<file path="config.mk">
export PLATFORM = sky130hd
export DESIGN_NAME = bitserial_arith
export DESIGN_NICKNAME = d
export VERILOG_FILES = /design/src/rtl/bitserial_arith.sv
export SDC_FILE = /design/constraint.sdc
export NUM_CORES = 1
export LEC_CHECK = 0
export ABC_AREA = 1
export BUFFER_PORTS_ARGS = -buffer_cell sky130_fd_sc_hd__buf_2
export CAP_MARGIN = 20
export CORE_AREA = 5 5 42 44
export CTS_BUF_LIST = sky130_fd_sc_hd__clkbuf_2
export CTS_CLUSTER_DIAMETER = 200
export DETAILED_ROUTE_END_ITERATION = 16
export DIE_AREA = 0 0 47 49
export HOLD_SLACK_MARGIN = 0.12
export PLACE_DENSITY_LB_ADDON = 0.1
export SYNTH_ARGS = -nofsm -noshare
export SYNTH_HDL_FRONTEND = slang
export SYNTH_SLANG_ARGS = --single-unit
</file>
<file path="constraint.sdc">
create_clock -name clk -period 1.6 [get_ports clk]
set_input_delay 0.24 -clock clk [delete_from_list [all_inputs] [get_ports clk]]
set_output_delay 0.24 -clock clk [all_outputs]
set_load 0.1 [all_outputs]
</file>
<file path="src/rtl/bitserial_arith.sv">
module bitserial_arith #(
  parameter int W = 32
) (
  input  logic clk,
  input  logic rst,
  input  logic start,
  input  logic dec_mode,
  input  logic x_bit,
  input  logic y_bit,
  output logic r_bit,
  output logic r_valid,
  output logic done
);

  localparam int CW = (W > 1) ? $clog2(W) : 1;
  localparam logic [CW-1:0] LAST = CW'(W - 1);

  logic          cy_q;
  logic          dec_q;
  logic          busy_q;
  logic [CW-1:0] cnt_q;

  wire          dec_now = start ? dec_mode : dec_q;
  wire          cin     = start ? dec_mode : cy_q;
  wire          yb      = y_bit & ~dec_now;
  wire [CW-1:0] idx     = start ? '0 : cnt_q;
  wire          live    = (start | busy_q) & ~rst;
  wire          is_last = (idx == LAST);

  wire cnext = dec_now ? (~x_bit & cin)
                       : ((x_bit & yb) | (cin & (x_bit ^ yb)));

  assign r_bit   = x_bit ^ yb ^ cin;
  assign r_valid = live;
  assign done    = live & is_last;

  always_ff @(posedge clk) begin
    if (rst) begin
      cy_q   <= 1'b0;
      dec_q  <= 1'b0;
      busy_q <= 1'b0;
      cnt_q  <= '0;
    end else if (live) begin
      cy_q   <= cnext;
      dec_q  <= dec_now;
      busy_q <= ~is_last;
      cnt_q  <= CW'(idx + 1'b1);
    end
  end

  // add seeds carry 0, so bit 0 is x^y
  assert_add_seed_R3: assert property (@(posedge clk) disable iff (rst)
    (start && !dec_mode) |-> (r_bit == (x_bit ^ y_bit)));

  // decrement seeds borrow 1, so bit 0 is ~x
  assert_dec_seed_R5: assert property (@(posedge clk) disable iff (rst)
    (start && dec_mode) |-> (r_bit == ~x_bit));

  // captured mode holds without a start
  assert_mode_hold_R6: assert property (@(posedge clk) disable iff (rst)
    !start |=> $stable(dec_q));

  // valid persists until the last bit
  assert_valid_hold_R7: assert property (@(posedge clk) disable iff (rst)
    (r_valid && !done) |=> r_valid);

  // after the last bit, valid returns only with a start
  assert_idle_after_done_R7: assert property (@(posedge clk) disable iff (rst)
    done |=> (r_valid == start));

  // done never lasts two cycles
  assert_done_pulse_R8: assert property (@(posedge clk) disable iff (rst)
    done |=> !done);

endmodule

</file>
==> metrics.md, run 1 <==
| Metric | Value |
|---|---|
| RSZ-0062 raised after global routing | `true` |
| Final hold viol count | `0` |
| Most common cell after layout, fill and taps aside | `buf_4` |
| # H-tree levels | `1` |
| Post-route ant nets | `0` |
| First-pass detailed-route iteration total | `2` |
| Element type at the critical path end | `output port` |
| Startpoint Class | `flop` |
| LEAKAGE | `0.373 nW` |
| CTS tree | `built` |
| Root buffer cell | `clkbuf_2` |
| Slew HR | `85.7%` |
| Max Clock Skew | `0.0108 ns` |
| Largest net degree at the start of global routing | `7` |
| Arrival @ worst endpoint | `1.61 ns` |
| Avg WL per Cell | `9.55 um` |
| Ports | `9` |
| Fraction of layout cells with a size suffix above 1 | `53.6%` |
| Least-Margin Pin Slew | `0.213 ns` |
| Area contributors post-synth | `dfxtp_1, nand2_1, inv_1` |
| CTS Hold Bufs | `0` |
| First-pass GRT wire length | `1860 um` |
| Failing checks | `negative setup slack` |
| Critical path class | `reg2out` |
| CP Max Fanout | `2` |
| Clock Tree Buf Depth | `2` |
| Crit path time final | `1.85 ns` |
| Cells after Synth | `68` |
| Max Clk Rate | `0.540 GHz` |
| Final worst slack | `-0.252 ns` |
| Sequential fraction of the synthesis area | `34.0%` |
| P&R area growth vs syn | `63.3%` |
| Crit path from | `cnt_q[0]` |
| Most frequent cells in the layout | `buf_4, nand2_1, inv_1, dfxtp_1, nand3_1` |
| Congestion Overflow GR | `0` |
| CTS sink count | `8` |
| Synth area leader | `dfxtp_1` |
| Status | `complete, but fails checks` |
| Nets@finish | `108` |
| Library cells used by synthesis | `18` |
| Core Area | `0.00140 mm2` |
| Period utilisation layout | `116%` |
| Setup TNS | `-0.349 ns` |
| CP required | `1.36 ns` |
| DPL Wire Length | `805 um` |
| Power Dens Cells | `684 mW/mm2` |
| Worst-Skew Late Latency | `0.24 ns` |
| Cell Rows | `14` |
| Num CTS Buffers | `3` |
| Setup violators final | `2` |
| Seq cells post-synth | `8` |
| Synth warn | `0` |
| Initial Util | `33.6%` |
| Global Route Usage Sum | `11.3%` |
| Die area | `0.00230 mm2` |
| Final wirelength | `1080 um` |
| # DRC | `0` |
| Max Transition Viols Final | `0` |
| Post-synthesis net count | `77` |
| Synthesized area per cell | `6.92 um2` |
| N_diodes | `0` |
| Hold_sp | `rst` |
| Vias | `511` |
| Mapped cell area | `470 um2` |
| Hold Worst Slack | `0.258 ns` |
| Top-area cell type share of the netlist area | `34.0%` |
| Starting DRT DRC Count | `12` |
| Vias per cell | `4.52` |
| # port buffers | `8` |
| Routability cong. | `0.787` |
| Die Y | `49 um` |
| Die Wd | `47 um` |
| Reg clk slew, reported paths | `0.08 ns` |
| # Max-Cap Violations | `0` |
| FF-to-FF Start | `cnt_q[0]` |
| Initial antenna violation count | `0` |
| Min-Delay Path Class | `in2reg` |
| VDD IR max | `0.351 mV` |
| Vias in the first global route | `467` |
-- synth_stat cells (all sizes together) --
master	count
nand2	20
nor2	8
clkinv	1
nand3b	1
inv	13
fa	1
ha	2
o31ai	1
a21oi	5
o21ai	2
nand3	5
nor3	1
dfxtp	8
-- where the power goes --
part / leakage (nW) / switching, mW / internal, mW
Clock: 0.0125 / 0.0690 / 0.0511
Sequential: 0.0662 / 0.00553 / 0.209
Combinational: 0.295 / 0.111 / 0.0807
-- flip-flops by register name, summed over array words and instances, names as in the netlist --
signal and cells:
cnt_q 5, dec_q 1, busy_q 1, cy_q 1
-- worst paths after layout --
check | to | slack, ns | cells after the start
worst min-delay path | dec_q | 0.26 | 2
worst max-delay path | done | -0.25 | 9
worst min register to register | cnt_q[0] | 0.47 | 2
worst max register to register | cnt_q[4] | 0.26 | 8
-- stage by stage --
stage          setup slack, ns  utilization, %  power, mW  cell area [um2]  cells
2_1_floorplan           -0.223               -      0.323              492     68
3_3_place_gp            -0.163            49.0      0.396              687    104
3_5_place_dp            -0.178            49.0      0.397              687    104
4_1_cts                 -0.259            53.8      0.531              753    112
5_1_grt                 -0.346            54.8      0.563              768    113
6_report                -0.252            54.8      0.526              768    113
-- routing by layer --
| metal | GRT usage [%] | wire (um) | up-vias |
|---|---|---|---|
| met5 | 0 | 0 | - |
| met4 | 6.91 | 20 | 0 |
| met3 | 3.32 | 37 | 4 |
| met2 | 17.2 | 537 | 9 |
| met1 | 13.3 | 484 | 226 |
| li1 | - | - | 272 |
-- cell type report --
class,instances,area [um2]
well taps,16,20.0
clock buffers,3,15.0
inverters,14,57.6
repair buffers,26,223
flip-flops and latches,8,163
fillers,142,633
multi-input cells,46,290
-- critical path: stages, from the launching register on --
cell and delay (ns):
dfxtp_2 0.34, inv_2 0.05, nor2_4 0.11, ha_2 0.19, inv_2 0.05, nor3_2 0.11
ha_2 0.21, inv_2 0.04, nor2_4 0.09, buf_12 0.18
-- repair_timing --
action                                  CTS  global route
hold endpoints to repair                  0             0
gates resized for setup                   8             2
pin swaps                                 6             2
endpoints found under the setup margin    2             2
buffers inserted                          5             1
gates cloned                              0             0
-- cell families after synthesis --
logic type / count (synthesis) / share of synthesized area (%)
buf+inv: 14 / 11.2
flops: 8 / 34.0
simple gates: 35 / 34.6
compound gates: 8 / 10.6
fa+ha+maj: 3 / 9.57
No activity file was read; power rests on OpenSTA's default activity.
==> run 2: changes to the inputs <==
--- a/config.mk
+++ b/config.mk
@@ -5,7 +5,6 @@
 export SDC_FILE = /design/constraint.sdc
 export NUM_CORES = 1
 export LEC_CHECK = 0
-export ABC_AREA = 1
 export BUFFER_PORTS_ARGS = -buffer_cell sky130_fd_sc_hd__buf_2
 export CAP_MARGIN = 20
 export CORE_AREA = 5 5 42 44
==> run 2 against run 1 <==
The run still ends with negative setup slack left. Via count down 19%. Hold slack improved by 0.023 ns. Sequential share of layout area increased by 2.4 points. Routed wire length is 6.2% lower. Critical path depth is 5 lower. Fmax up 4.2%. First-iteration DRC count decreased by 67%. Sequential power hardly changed. Non-clock buffer count shrank 6. Final area fell by 9.4%. Register-to-register slack is essentially flat. Worst setup slack gained 0.074 ns. Critical path type unchanged. Largest cell class unchanged. Highest routed layer is now met3.
==> metrics.md, run 2 <==
| Metric | Value |
|---|---|
| Startpoint Class | `flop` |
| Sequential fraction of the synthesis area | `34.6%` |
| Vias in the first global route | `405` |
| Async set or reset register ratio after synthesis | `0%` |
| # port buffers | `8` |
| Vias | `414` |
| Seq cells post-synth | `8` |
| Max Clock Skew | `0.00276 ns` |
| Avg WL per Cell | `11.5 um` |
| # Max-Cap Violations | `0` |
| Slowest cell on crit path | `fa_2` |
| Arrival @ worst endpoint | `1.54 ns` |
| Post-route ant nets | `0` |
| Hold_sp | `x_bit` |
| Synthesized area per cell | `8.90 um2` |
| VDD IR max | `0.543 mV` |
| Power Dens Cells | `737 mW/mm2` |
| Final instance area | `696 um2` |
| Largest reg by FF count | `cnt_q` |
| LEAKAGE | `0.299 nW` |
| CTS sink count | `8` |
| Post-synth top cells | `dfxtp_1, nor2b_1, nand2_1` |
| Area contributors post-synth | `dfxtp_1, nor2b_1, ha_1` |
| Max Clk Rate | `0.562 GHz` |
| Least-Margin Pin Slew | `0.250 ns` |
| Crit path time final | `1.78 ns` |
| CP Max Fanout | `2` |
| Global Route Usage Sum | `9.60%` |
| Reg2Reg Setup Slack | `0.27 ns` |
| Post-DP Area | `623 um2` |
| Post-synthesis net count | `61` |
| First-pass detailed-route iteration total | `4` |
| Reg clk slew, reported paths | `0.07 ns` |
| Critical path, cell by cell | `mux2i_1 -> and2_4 -> fa_2 -> buf_12` |
| Worst-Skew Late Latency | `0.23 ns` |
| Register area | `164 um2` |
| CTS tree | `built` |
| FF-to-FF Start | `dec_q` |
| WHS Path Cells | `2` |
| Post-Place Cells | `82` |
| Ports | `9` |
| Library cells used by synthesis | `25` |
| CTS Hold Bufs | `0` |
| Starting DRT DRC Count | `4` |
| Most frequent cells in the layout | `buf_4, nand2_1, dfxtp_1, buf_2, nor2b_1` |
| Fraction of layout cells with a size suffix above 1 | `50.0%` |
| Synth area leader | `dfxtp_1` |
| Min-Delay Path Class | `in2reg` |
| Top-area cell type share of the netlist area | `34.6%` |
| Num CTS Buffers | `3` |
| Clock Tree Buf Depth | `2` |
| Largest stage delay, worst path | `0.46 ns` |
| Congestion Overflow GR | `0` |
| # H-tree levels | `1` |
| Hold path endpoint | `cy_q` |
| Most common cell in the netlist | `dfxtp_1` |
| Final hold viol count | `0` |
| Synth warn | `0` |
| # DRC | `0` |
| Slew HR | `83.3%` |
| First-pass GRT wire length | `1640 um` |
| Worst r2r dst | `cy_q` |
| Routability cong. | `0.730` |
| Die Y | `49 um` |
| Period utilisation layout | `111%` |
| P&R area growth vs syn | `50.3%` |
| Post-synth EDFFs | `0` |
| Final wirelength | `1010 um` |
| Critical path class | `reg2out` |
| Initial antenna violation count | `0` |
| RSZ-0062 raised after global routing | `true` |
| Core Area | `0.00140 mm2` |
| Most common cell after layout, fill and taps aside | `buf_4` |
| Cells after Synth | `52` |
| Max FFs per register | `5` |
| Max Transition Viols Final | `0` |
| Mapped cell area | `463 um2` |
| Status | `complete, but fails checks` |
| Final worst slack | `-0.178 ns` |
| Setup violators final | `2` |
| Non-Filler Instances | `88` |
| Multi-input combinational cell area | `322 um2` |
| Reg2Reg Depth | `6` |
| Cell Rows | `14` |
| Prevailing post-synth register cell | `dfxtp_1` |
| Vias per cell | `4.70` |
| Root buffer cell | `clkbuf_2` |
| Nets@finish | `83` |
| N_diodes | `0` |
| Filler Cells Inserted | `147` |
| CP required | `1.36 ns` |
| Initial Util | `33.0%` |
| Element type at the critical path end | `output port` |
| Failing checks | `negative setup slack` |
| Die area | `0.00230 mm2` |
| Die Wd | `47 um` |
| Largest net degree at the start of global routing | `12` |
| DPL Wire Length | `731 um` |
[run 2: cell types whose count changed after synthesis, moves of 3 or more]
cell,delta
nand2_2,-3
nor2b_1,+6
o21ai_1,+3
nand2_1,-12
inv_1,-11
nand3_1,-5
[run 2: per-stage QoR]
stage | setup slack [ns] | setup TNS [ns] | util, % | hold slack (ns) | power [mW]
detailed placement | -0.114 | -0.123 | 44.5 | 0.444 | 0.386
global route | -0.278 | -0.530 | 49.6 | 0.276 | 0.544
global placement | -0.0883 | -0.113 | 44.5 | 0.436 | 0.385
CTS | -0.212 | -0.414 | 46.3 | 0.262 | 0.512
floorplan | -0.0898 | -0.145 | - | 0.375 | 0.327
finish | -0.178 | -0.343 | 49.6 | 0.281 | 0.513
[run 2: logic make-up after synthesis]
kind of cell / Yosys count / synth area share, %
adders and majority gates: 3 / 9.73
xor gates and xnor gates: 2 / 3.78
muxes: 1 / 2.16
buffers and inverters: 3 / 5.13
DFF: 8 / 34.6
and+or+nand+nor: 26 / 33.2
AOI/OAI and AO/OA: 9 / 11.3
[run 2: what timing repair did]
item	4_1_cts	5_1_grt
endpoints found under the setup margin	2	2
setup buffers	1	2
pin swaps	1	1
endpoints found under the hold margin	0	0
resized for setup	2	8
[run 2: layout make-up]
| class | instances | share of cell area, % |
|---|---|---|
| Clock buffer | 3 | 2.16 |
| Multi-Input combinational cell | 41 | 46.2 |
| Sequential cell | 8 | 23.6 |
| Tap cell | 16 | 2.88 |
| Timing Repair Buffer | 20 | 25.2 |
[run 2: how the worst max path moves through the flow]
stage / start / to / depth (start not counted)
2_1_floorplan: dec_q / r_bit / 3
3_3_place_gp: start / r_bit / 5
3_5_place_dp: start / r_bit / 5
4_1_cts: dec_q / r_bit / 4
5_1_grt: cnt_q[0] / done / 6
6_report: dec_q / r_bit / 4
[run 2: critical path, delay by kind of cell (launching register included)]
kind	cells	cell delay, ns
buf+inv	1	0.18
flops	1	0.32
fa+ha+maj	1	0.46
mux	1	0.17
simple gates	1	0.18
[run 2: report_power, final]
group	internal, mW	switching [mW]
registers	0.209	0.00564
clock network	0.0512	0.0659
logic	0.0789	0.102
total	0.339	0.173
[run 2: metal layers]
metal	part of all wire, %	up-vias	global-route usage, %
li1	-	221	-
met3	3.8	0	3.32
met2	47	8	12.2
met5	0	-	0
met4	0	0	4.15
met1	49	185	14.2
